--- src/rtl/i2c_tgt_pkg.sv ---
package i2c_tgt_pkg;

    localparam int NUM_IN = 6;
    localparam int SEL_W  = 4;

    typedef enum logic [2:0] {
        ST_IDLE, ST_ADDR, ST_ACK, ST_RX, ST_TX, ST_MACK
    } bus_st_e;

    typedef enum logic [1:0] {
        PORT_NONE, PORT_CTRL, PORT_RB
    } port_e;

    typedef struct packed {
        logic start;
        logic stop;
        logic rise;
        logic fall;
        logic sda;
    } line_ev_t;

    // sparse selector code -> one-hot over inputs (bit n-1 = input n)
    function automatic logic [NUM_IN-1:0] sel_to_onehot(input logic [SEL_W-1:0] code);
        logic [NUM_IN-1:0] oh;
        case (code)
            4'b0001: oh = 6'b000001;
            4'b0010: oh = 6'b000010;
            4'b1100: oh = 6'b000100;
            4'b0100: oh = 6'b001000;
            4'b0101: oh = 6'b010000;
            4'b0110: oh = 6'b100000;
            default: oh = '0;
        endcase
        return oh;
    endfunction

    // inputs physically reachable by each converter channel
    function automatic logic [NUM_IN-1:0] chan_reach(input int ch);
        logic [NUM_IN-1:0] m;
        case (ch)
            2:       m = 6'b111010;
            3:       m = 6'b001000;
            default: m = 6'b111111;
        endcase
        return m;
    endfunction

endpackage

--- src/rtl/i2c_line_cond.sv ---
module i2c_line_cond
    import i2c_tgt_pkg::*;
(
    input  logic     clk,
    input  logic     rst_n,
    input  logic     scl_in,
    input  logic     sda_in,
    output line_ev_t ev
);
    localparam int SYNC_D = 3;

    logic [SYNC_D-1:0] scl_sh, sda_sh;

    always_ff @(posedge clk) begin
        if (!rst_n) begin
            scl_sh <= '1;
            sda_sh <= '1;
        end else begin
            scl_sh <= {scl_sh[SYNC_D-2:0], scl_in};
            sda_sh <= {sda_sh[SYNC_D-2:0], sda_in};
        end
    end

    always_comb begin
        ev.sda   = sda_sh[SYNC_D-2];
        ev.rise  =  scl_sh[SYNC_D-2] & ~scl_sh[SYNC_D-1];
        ev.fall  = ~scl_sh[SYNC_D-2] &  scl_sh[SYNC_D-1];
        ev.start =  scl_sh[SYNC_D-2] &  scl_sh[SYNC_D-1] & ~sda_sh[SYNC_D-2] &  sda_sh[SYNC_D-1];
        ev.stop  =  scl_sh[SYNC_D-2] &  scl_sh[SYNC_D-1] &  sda_sh[SYNC_D-2] & ~sda_sh[SYNC_D-1];
    end

endmodule

--- src/rtl/i2c_byte_fsm.sv ---
module i2c_byte_fsm
    import i2c_tgt_pkg::*;
#(
    parameter logic [6:0] CTRL_ADDR = 7'h20,
    parameter logic [6:0] RB_ADDR   = 7'h10
)(
    input  logic       clk,
    input  logic       rst_n,
    input  line_ev_t   ev,
    input  logic       strap,
    output logic       sda_oe,
    output logic       ptr_set,
    output logic       wr_stb,
    output logic       rd_stb,
    output logic [7:0] rx_byte,
    input  logic [7:0] reg_rd_data,
    output logic       rb_pop,
    input  logic [7:0] rb_data
);
    bus_st_e    st;
    port_e      port;
    logic [2:0] cnt;
    logic [7:0] shreg, txsh;
    logic       full, is_read, first_byte, mack_ok, sda_oe_q;

    logic [6:0] ctrl_a, rb_a;
    logic       hit_ctrl, hit_rb, rx_done, load_evt;
    logic [7:0] tx_byte;

    always_comb begin
        ctrl_a   = {CTRL_ADDR[6:1], CTRL_ADDR[0] | strap};
        rb_a     = {RB_ADDR[6:1],   RB_ADDR[0]   | strap};
        hit_ctrl = (shreg[7:1] == ctrl_a);
        hit_rb   = (shreg[7:1] == rb_a) && shreg[0];
        rx_done  = (st == ST_RX) && ev.fall && full;
        load_evt = ev.fall && (((st == ST_ACK) && is_read) || ((st == ST_MACK) && mack_ok));
        tx_byte  = (port == PORT_RB) ? rb_data : reg_rd_data;
    end

    assign ptr_set = rx_done &&  first_byte;
    assign wr_stb  = rx_done && !first_byte;
    assign rd_stb  = load_evt && (port == PORT_CTRL);
    assign rb_pop  = load_evt && (port == PORT_RB);
    assign rx_byte = shreg;
    assign sda_oe  = sda_oe_q;

    always_ff @(posedge clk) begin
        if (!rst_n) begin
            st <= ST_IDLE; port <= PORT_NONE; cnt <= '0; shreg <= '0; txsh <= '0;
            full <= 1'b0; is_read <= 1'b0; first_byte <= 1'b0; mack_ok <= 1'b0;
            sda_oe_q <= 1'b0;
        end else if (ev.start) begin
            st <= ST_ADDR; cnt <= '0; full <= 1'b0; sda_oe_q <= 1'b0;
        end else if (ev.stop) begin
            st <= ST_IDLE; sda_oe_q <= 1'b0;
        end else begin
            case (st)
                ST_ADDR, ST_RX: begin
                    if (ev.rise) begin
                        shreg <= {shreg[6:0], ev.sda};
                        cnt   <= cnt + 3'd1;
                        if (cnt == 3'd7) full <= 1'b1;
                    end else if (ev.fall && full) begin
                        full <= 1'b0;
                        cnt  <= '0;
                        if (st == ST_RX) begin
                            st <= ST_ACK; sda_oe_q <= 1'b1; first_byte <= 1'b0;
                        end else if (hit_ctrl || hit_rb) begin
                            st         <= ST_ACK;
                            sda_oe_q   <= 1'b1;
                            port       <= hit_ctrl ? PORT_CTRL : PORT_RB;
                            is_read    <= shreg[0];
                            first_byte <= ~shreg[0];
                        end else begin
                            st <= ST_IDLE;
                        end
                    end
                end
                ST_ACK: if (ev.fall) begin
                    if (is_read) begin
                        txsh <= tx_byte; sda_oe_q <= ~tx_byte[7]; cnt <= '0; st <= ST_TX;
                    end else begin
                        sda_oe_q <= 1'b0; st <= ST_RX;
                    end
                end
                ST_TX: if (ev.fall) begin
                    if (cnt == 3'd7) begin
                        sda_oe_q <= 1'b0; st <= ST_MACK;
                    end else begin
                        txsh <= {txsh[6:0], 1'b0}; sda_oe_q <= ~txsh[6]; cnt <= cnt + 3'd1;
                    end
                end
                ST_MACK: begin
                    if (ev.rise) mack_ok <= ~ev.sda;
                    else if (ev.fall) begin
                        if (mack_ok) begin
                            txsh <= tx_byte; sda_oe_q <= ~tx_byte[7]; cnt <= '0; st <= ST_TX;
                        end else begin
                            st <= ST_IDLE;
                        end
                    end
                end
                default: ;
            endcase
        end
    end

    // one buffer fetch per transmitted byte, never back to back
    p_pop_single_r6: assert property (@(posedge clk) disable iff (!rst_n)
        rb_pop |=> !rb_pop);
    // idle target keeps SDA released
    p_idle_release_r12: assert property (@(posedge clk) disable iff (!rst_n)
        (st == ST_IDLE) |-> !sda_oe_q);

endmodule

--- src/rtl/ctrl_reg_bank.sv ---
module ctrl_reg_bank
    import i2c_tgt_pkg::*;
#(
    parameter int         NUM_REGS = 16,
    parameter int         NUM_CH   = 4,
    parameter logic [7:0] EN_REG   = 8'h0C,
    parameter int         EN_BIT   = 7,
    parameter logic [7:0] SEL_REG  = 8'h0D
)(
    input  logic                         clk,
    input  logic                         rst_n,
    input  logic                         ptr_set,
    input  logic                         wr_stb,
    input  logic                         rd_stb,
    input  logic [7:0]                   rx_byte,
    output logic [7:0]                   rd_data,
    output logic                         man_en,
    output logic [NUM_CH-1:0][SEL_W-1:0] sel
);
    localparam int IDXW = $clog2(NUM_REGS);
    localparam int PER_REG = 8 / SEL_W;

    logic [7:0] regs [NUM_REGS];
    logic [7:0] ptr;
    logic       in_range;

    assign in_range = (ptr < 8'(NUM_REGS));
    assign rd_data  = in_range ? regs[ptr[IDXW-1:0]] : 8'h00;
    assign man_en   = regs[EN_REG[IDXW-1:0]][EN_BIT];

    for (genvar k = 0; k < NUM_CH; k++) begin : g_sel
        localparam logic [7:0] RIDX = SEL_REG + 8'(k / PER_REG);
        assign sel[k] = regs[RIDX[IDXW-1:0]][(k % PER_REG)*SEL_W +: SEL_W];
    end

    always_ff @(posedge clk) begin
        if (!rst_n) begin
            ptr <= '0;
            for (int i = 0; i < NUM_REGS; i++) regs[i] <= '0;
        end else if (ptr_set) begin
            ptr <= rx_byte;
        end else if (wr_stb) begin
            if (in_range) regs[ptr[IDXW-1:0]] <= rx_byte;
            ptr <= ptr + 8'd1;
        end else if (rd_stb) begin
            ptr <= ptr + 8'd1;
        end
    end

    // pointer follows the first byte, then steps once per access
    p_ptr_load_r4: assert property (@(posedge clk) disable iff (!rst_n)
        ptr_set |=> (ptr == $past(rx_byte)));
    p_ptr_step_r4: assert property (@(posedge clk) disable iff (!rst_n)
        (wr_stb || rd_stb) |=> (ptr == $past(ptr) + 8'd1));

endmodule

--- src/rtl/route_decoder.sv ---
module route_decoder
    import i2c_tgt_pkg::*;
#(
    parameter int NUM_CH = 4
)(
    input  logic                         clk,
    input  logic                         rst_n,
    input  logic                         man_en,
    input  logic [NUM_CH-1:0][SEL_W-1:0] sel,
    output logic [NUM_CH*NUM_IN-1:0]     route
);
    for (genvar k = 0; k < NUM_CH; k++) begin : g_ch
        logic [NUM_IN-1:0] oh;
        assign oh = sel_to_onehot(sel[k]) & chan_reach(k);
        assign route[k*NUM_IN +: NUM_IN] = man_en ? oh : '0;

        // at most one input per channel
        p_onehot_r8: assert property (@(posedge clk) disable iff (!rst_n)
            $onehot0(route[k*NUM_IN +: NUM_IN]));
    end

endmodule

--- src/rtl/dual_port_i2c_target.sv ---
module dual_port_i2c_target
    import i2c_tgt_pkg::*;
#(
    parameter logic [6:0] CTRL_ADDR = 7'h20,
    parameter logic [6:0] RB_ADDR   = 7'h10,
    parameter int         NUM_REGS  = 16,
    parameter int         NUM_CH    = 4,
    localparam int        ROUTE_W   = NUM_CH * NUM_IN
)(
    input  logic               clk,
    input  logic               rst_n,
    input  logic               addr_strap,
    input  logic               scl_in,
    input  logic               sda_in,
    output logic               sda_oe,
    output logic               rb_pop,
    input  logic [7:0]         rb_data,
    output logic [ROUTE_W-1:0] route_out
);
    line_ev_t                    ev;
    logic                        ptr_set, wr_stb, rd_stb, man_en;
    logic [7:0]                  rx_byte, reg_rd_data;
    logic [NUM_CH-1:0][SEL_W-1:0] sel;

    i2c_line_cond u_line (
        .clk(clk), .rst_n(rst_n), .scl_in(scl_in), .sda_in(sda_in), .ev(ev)
    );

    i2c_byte_fsm #(.CTRL_ADDR(CTRL_ADDR), .RB_ADDR(RB_ADDR)) u_fsm (
        .clk(clk), .rst_n(rst_n), .ev(ev), .strap(addr_strap), .sda_oe(sda_oe),
        .ptr_set(ptr_set), .wr_stb(wr_stb), .rd_stb(rd_stb), .rx_byte(rx_byte),
        .reg_rd_data(reg_rd_data), .rb_pop(rb_pop), .rb_data(rb_data)
    );

    ctrl_reg_bank #(.NUM_REGS(NUM_REGS), .NUM_CH(NUM_CH)) u_regs (
        .clk(clk), .rst_n(rst_n), .ptr_set(ptr_set), .wr_stb(wr_stb), .rd_stb(rd_stb),
        .rx_byte(rx_byte), .rd_data(reg_rd_data), .man_en(man_en), .sel(sel)
    );

    route_decoder #(.NUM_CH(NUM_CH)) u_route (
        .clk(clk), .rst_n(rst_n), .man_en(man_en), .sel(sel), .route(route_out)
    );

    // manual enable off forces every channel to no input
    p_route_off_r10: assert property (@(posedge clk) disable iff (!rst_n)
        !man_en |-> (route_out == '0));

endmodule

--- config.mk ---
export PLATFORM = sky130hd
export DESIGN_NAME = dual_port_i2c_target
export DESIGN_NICKNAME = d
export VERILOG_FILES = /design/src/rtl/i2c_tgt_pkg.sv /design/src/rtl/i2c_line_cond.sv /design/src/rtl/i2c_byte_fsm.sv /design/src/rtl/ctrl_reg_bank.sv /design/src/rtl/route_decoder.sv /design/src/rtl/dual_port_i2c_target.sv
export SDC_FILE = /design/constraint.sdc
export NUM_CORES = 1
export LEC_CHECK = 0
export BUFFER_PORTS_ARGS = -buffer_cell sky130_fd_sc_hd__buf_4
export CORE_ASPECT_RATIO = 0.75
export CORE_UTILIZATION = 60
export CTS_CLUSTER_SIZE = 8
export DETAILED_ROUTE_END_ITERATION = 12
export HOLD_SLACK_MARGIN = 0.15
export PLACE_DENSITY = 0.78
export SLEW_MARGIN = 30
export SYNTH_ARGS = -nofsm -noshare
export SYNTH_HDL_FRONTEND = slang
export SYNTH_HIERARCHICAL = 1
export SYNTH_SLANG_ARGS = --single-unit
--- constraint.sdc ---
create_clock -name clk -period 7.84 [get_ports clk]
set_input_delay 0.392 -clock clk [delete_from_list [all_inputs] [get_ports clk]]
set_output_delay 0.392 -clock clk [all_outputs]
set_load 0.05 [all_outputs]
### Word-level counts from Yosys, hierarchy flattened

Memories as Yosys holds them, arrays and structs flattened. A register that Yosys moved wholly into a read port is not among the register bits.
Index checks and enable logic that the tools add are counted.

| word-level totals | value |
|---|---|
| flip-flop bits (word level) | 42 |
| latch bits | 0 |
| memory bits (writable) | 128 |
| memory bits (read-only) | 0 |
| input bits | 13 |
| output and inout port bits | 26 |
| logic and storage cells | 199 |
| memories | 1 |

Memory list:

| memory | depth | width | rd ports | clocked after Yosys merged registers in | wr ports | RTL line | RTL |
|---|---|---|---|---|---|---|---|
| u_regs.regs | 16 | 8 | 4 | 1 | 16 | ctrl_reg_bank.sv:23 | `logic [7:0] regs [NUM_REGS];` |

| cells by class | value |
|---|---|
| add/sub/neg operators | 2 |
| $mul | 0 |
| div/mod/pow operators | 0 |
| magnitude comparators | 1 |
| equal/unequal tests | 54 |
| shift-type cells | 0 |
| multiplexer cells | 74 |
| bitwise operators | 19 |
| reductions and logical operators | 34 |

Operators by type and width:

| operator | number |
|---|---|
| case mux 6 bit (6 select lines) | 3 |
| 2-to-1 mux 3 bit | 19 |
| 2-to-1 mux 7 bit | 7 |
| == test 4 x 3 -> 1 bit, second input constant | 12 |
| 2-to-1 mux 8 bit | 6 |
| 2-to-1 mux 1 bit | 25 |
| case mux 3 bit (4 select lines) | 2 |
| case mux 4 bit (6 select lines) | 1 |
| case mux 7 bit (3 select lines) | 1 |
| inequality test 4 x 3 -> 1 bit, second input constant | 5 |
| AND reduction 10 bit | 2 |
| 2-to-1 mux 6 bit | 3 |
| == test 4 x 1 -> 1 bit, second input constant | 4 |
| == test 4 x 2 -> 1 bit, second input constant | 4 |
| == test 4 bit, second input constant | 4 |
| 2-to-1 mux 4 bit | 4 |
| inequality test 2 x 1 -> 1 bit, second input constant | 8 |
| AND reduction 8 bit | 2 |
| inverter 1 bit | 12 |
| AND reduction 4 bit | 3 |
| logical AND 1 bit | 11 |
| == test 3 bit, second input constant | 3 |
| AND reduction 9 bit | 1 |
| adder 8 x 1 -> 8 bit, second input constant | 1 |
| other kinds (26) | 41 |

### Longest topological paths before layout

| logic depth | value |
|---|---|
| depth in word-level cells | 11 |
| depth in mapped cells | 9 |
| depth with buffers taken out | 8 |

### Cells and area by module

The synthesis kept the hierarchy.

Modules (own cells, without submodules):

| module | instances | cells an instance | area each (sq um) | seq. area each (sq um) |
|---|---|---|---|---|
| ctrl_reg_bank | 1 | 442 | 6526.3 | 4083.9 |
| i2c_byte_fsm | 1 | 204 | 1670.4 | 560.5 |
| route_decoder | 1 | 38 | 235.2 | 0.0 |
| i2c_line_cond | 1 | 17 | 197.7 | 120.1 |

### Least setup slack after synthesis

No wires, ideal clock.

| path | value |
|---|---|
| path kind | flip-flop to flip-flop |
| from | reg u_line.scl_sh[2] |
| to | mem u_regs.regs[11][0] (enable) |
| library setup time | 0.384 ns |
| arrival time | 2.261 ns |
| data required time | 7.456 ns |
| setup slack | 5.195 ns |
| stages on the path, launching flop included | 9 |
| buffers on the path | 1 |
| period minus slack after synthesis | 2.645 ns |
| path through | dfxtp_1 > nor2b_1 > clkbuf_1 > and4b_1 > nand2_1 > nor2_1 > and3b_1 > nand3_1 > o21ai_0 |

RTL lines:

| what | RTL line | RTL |
|---|---|---|
| start, declared | i2c_line_cond.sv:12 | `logic [SYNC_D-1:0] scl_sh, sda_sh;` |
| start signal, assigned | i2c_line_cond.sv:19 | `scl_sh <= {scl_sh[SYNC_D-2:0], scl_in};` |
| end, declared | ctrl_reg_bank.sv:23 |  |

==> impl.org <==
** Cells and area
- The layout has 972 filler cells.
- From synthesis to final layout, the design area changed by 10.2%.
- Fraction of layout instances using a drive strength above 1 :: 15.8%
- Final-stage net count :: 742
- Count of antenna diodes in the layout :: 0

** STA
- For this run, the top clock speed supported by timing is 0.300 GHz.
- Setup Viol. Count Final :: 0
- In the finished design, the share of the clock period the worst path needs comes to 42.5%.
- At the pin with the least slew margin, the transition time is 0.940 ns.
- Setup repair after global routing left no endpoint under its margin.
- Clk_skew :: 0.00855 ns
- Setup total negative slack on the finished layout was measured at 0 ns.
- The routed design could run at a clock period as short as 3.33 ns.
- The max-slew violation total from the final report came to 0.
- The tightest hold path in the finished design has a slack of 0.398 ns.
- Hold violation count in the final report :: 0
- Slew headroom :: 37.2%

** Logic synthesis
- Yosys warns :: 6
- In the synthesized netlist, the number of instances is 701.
- Synth top area share :: 44.5%
- The share of the Yosys chip area taken by registers is 55.2%.
- Top cell type by total area after synthesis :: edfxtp_1
- Sorting the synthesized cells by area gives the leading types as edfxtp_1 (45%), dfxtp_1 (11%), and2_1 (9.5%), mux4_2 (7.6%), mux2i_1 (3.8%).
- Synthesis inferred 174 register bits.
- The number of different library cells used by synthesis comes to 62.
- The synthesized design contains 128 enable-type register cells.
- Avg Synthesized Cell Area :: 12.3 um^2
- Dominant cell by count in the synthesized netlist :: and2_1
- Top cells by instance count after synthesis :: and2_1 (131), edfxtp_1 (128), dfxtp_1 (46)
- Counting flops with an async set or reset pin after synthesis yields a share of 0%.
- The synthesized netlist occupies a cell area of 8630 um^2.
- Prevailing post-synth register cell :: edfxtp_1

** Outcome
- Result of the run :: completed

** Drt
- The first TritonRoute pass finished after 6 iterations.
- First-iteration detailed-routing DRC count :: 905
- Number of design rule violations left after detail routing :: 0
- The detail route stage leaves a number of antenna-violating nets equal to 0.
- Average wire per standard cell :: 22.4 um
- Sum of routed wire length over all layers :: 20400 um
- Routed via count divided by cell count :: 6.36
- For this block, the via count after detailed routing is 5786.

** Placed design
- Detailed placement ended at an HPWL of 13700 um.
- GP Congestion :: 0.892
- Port buffering added 31 buffers.

** Setup path
- Data arrival time of the worst path :: 3.43 ns
- Together, buffers and inverters on the worst path number 0.
- Broken down by cell family, the worst path's largest delay share belongs to simple AND/OR/NAND/NOR gates.
- Crit path cell chain :: nor2b_1 -> and4b_1 -> nand2_1 -> nor2_1 -> and3b_1 -> nand3_1 -> nor3_2 -> nand2b_1
- Largest fanout on the critical path :: 9
- The slowest stage of the critical path is the nor3_2 cell.
- Worst endpoint required time :: 7.93 ns
- Category of the worst setup path launch point :: flop
- Setup CP Type :: reg -> reg
- STA classifies the critical path endpoint as a flop.
- In this design, the stage delay of the slowest critical-path cell is 0.48 ns.

** CTS
- Post-CTS repair changed the size of 0 cells.
- Reg clk slew, reported paths :: 0.06 ns
- Cts bufs inserted :: 17
- H-tree depth :: 4
- CTS placed an instance of clkbuf_16 at the clock tree root.
- TritonCTS built the clock tree.
- The longest clock path from root to sink contains 2 buffers.
- Worst-skew pair later-pin latency :: 0.43 ns
- Clock Sinks :: 174

** Global routing
- The first global-routing pass estimated 31100 um of wire.
- Entering global routing, the biggest net connects 49 pins.
- Number of global-route vias before repair :: 5329
- The total overflow left after global routing is 0.
- For this run, the total global-route usage over all layers was measured as 29.2%.
- The number of antenna violations at the first check in global routing came to 0.

** Floorplan
- The die is 140 um wide.
- The initial utilization of the core area, before any placement, comes to 62.1%.
- Area of the core :: 13900 um^2
- Floorplan row count :: 37
- Die area :: 14900 um^2
- In this run the vertical extent of the chip is 106 um.
- I/O pin count :: 39

** Power
- Total power after layout :: 1.92 mW
- In this run the power density over the cells is 202 nW/um^2.
- Leakage power total :: 3.42 nW
- Peak VDD IR :: 0.160 mV

** Worst hold path
- The worst hold path belongs to the class in -> reg.

** Job
- Max-cap violation count :: 0
-- cell usage in the layout, fill, tap and decap left out, types with 5 or more instances in the layout --
master | synthesis | layout
mux4_2 | 29 | 29
a22oi_1 | 7 | 7
and4b_1 | 5 | 5
clkbuf_16 | 0 | 20
o21ai_0 | 32 | 20
nor2_1 | 41 | 41
mux2i_1 | 33 | 33
nand3b_1 | 12 | 12
inv_1 | 6 | 8
nand2b_1 | 20 | 20
dfxtp_1 | 46 | 45
a21oi_1 | 20 | 20
buf_4 | 9 | 39
and2_1 | 131 | 131
nor3_1 | 7 | 7
nor3_2 | 5 | 5
nand2_1 | 32 | 32
ha_1 | 6 | 6
o21ai_1 | 1 | 13
conb_1 | 1 | 7
edfxtp_1 | 128 | 128
a211o_1 | 7 | 7
nor2b_1 | 19 | 18
nand3_1 | 7 | 7
-- sequential cells by signal (all words and copies together), names as in the netlist, named ones only --
signal,cells
u_fsm/sda_oe,1
u_fsm/txsh,7
u_line/scl_sh,3
u_fsm/mack_ok,1
u_fsm/full,1
u_fsm/rx_byte,8
u_line/sda_sh,3
u_regs/regs,128
u_regs/ptr,8
u_fsm/port,2
u_fsm/is_read,1
u_fsm/first_byte,1
u_fsm/cnt,3
u_fsm/st,3
-- worst paths after layout --
check / startpoint / endpoint / slack, ns / cells after the start
worst max-delay path: u_line/scl_sh[2] / u_regs/regs[0][4] / 4.51 / 8
worst min-delay path: rb_data[7] / u_fsm/sda_oe / 0.40 / 5
worst max register to register: u_line/scl_sh[2] / u_regs/regs[0][4] / 4.51 / 8
worst min register to register: u_line/scl_sh[0] / u_line/scl_sh[1] / 0.41 / 1
-- per-layer routing --
layer | global-route usage [%] | part of all wire [%] | vias up
li1 | - | - | 2584
met1 | 43.5 | 44 | 2838
met2 | 40.9 | 43 | 330
met3 | 9.59 | 11 | 34
met4 | 8.15 | 1.6 | 0
met5 | 0 | 0 | -
-- cells by family (layout without fill, tap and decap cells) --
group / Yosys count / after routing / synth area share (%)
XOR/XNOR: 8 / 8 / 0.812
AO/OA/AOI/OAI: 86 / 86 / 6.16
flip-flops: 174 / 174 / 55.2
adder cells (fa/ha/maj): 6 / 6 / 0.870
AND/OR/NAND/NOR: 309 / 309 / 21.5
other: 1 / 7 / 0.0435
buffers and inverters: 51 / 79 / 3.33
multiplexers: 66 / 66 / 12.1
-- per-stage QoR --
step / area [um^2] / instances / setup WS [ns] / utilization [%]
global placement: 8900 / 877 / 4.54 / 64.1
detailed placement: 8900 / 877 / 4.34 / 64.1
finish: 9510 / 910 / 4.51 / 68.5
floorplan: 8650 / 707 / 5.20 / -
CTS: 9510 / 910 / 4.32 / 68.5
global route: 9510 / 910 / 4.22 / 68.5
-- tightest hold or removal path, delay by kind of cell --
family	cells	cell delay, ns
buf+inv	1	0.07
mux	2	0.12
simple gates	2	0.18
-- area by class of cell --
cell class	count	area [um^2]	share of cell area, %
clock inverter	9	55.1	0.579
multi-input combinational	482	3600	37.9
timing repair buffer	41	313	3.29
clock buffer	22	528	5.55
inverter	7	26.3	0.276
tap	175	219	2.30
sequential	174	4770	50.1
-- repair_timing --
item                                   4_1_cts  5_1_grt
setup endpoints to repair                    0        0
hold buffers                                 2        0
setup buffers                                0        0
endpoints found under the hold margin        2        0
-- where the power goes --
part           switching, mW  leakage [nW]  internal (mW)
logic                 0.0453          1.50         0.0250
clock network          0.339         0.300          0.475
registers             0.0204          1.62           1.02
No activity file was read; power rests on OpenSTA's default activity.
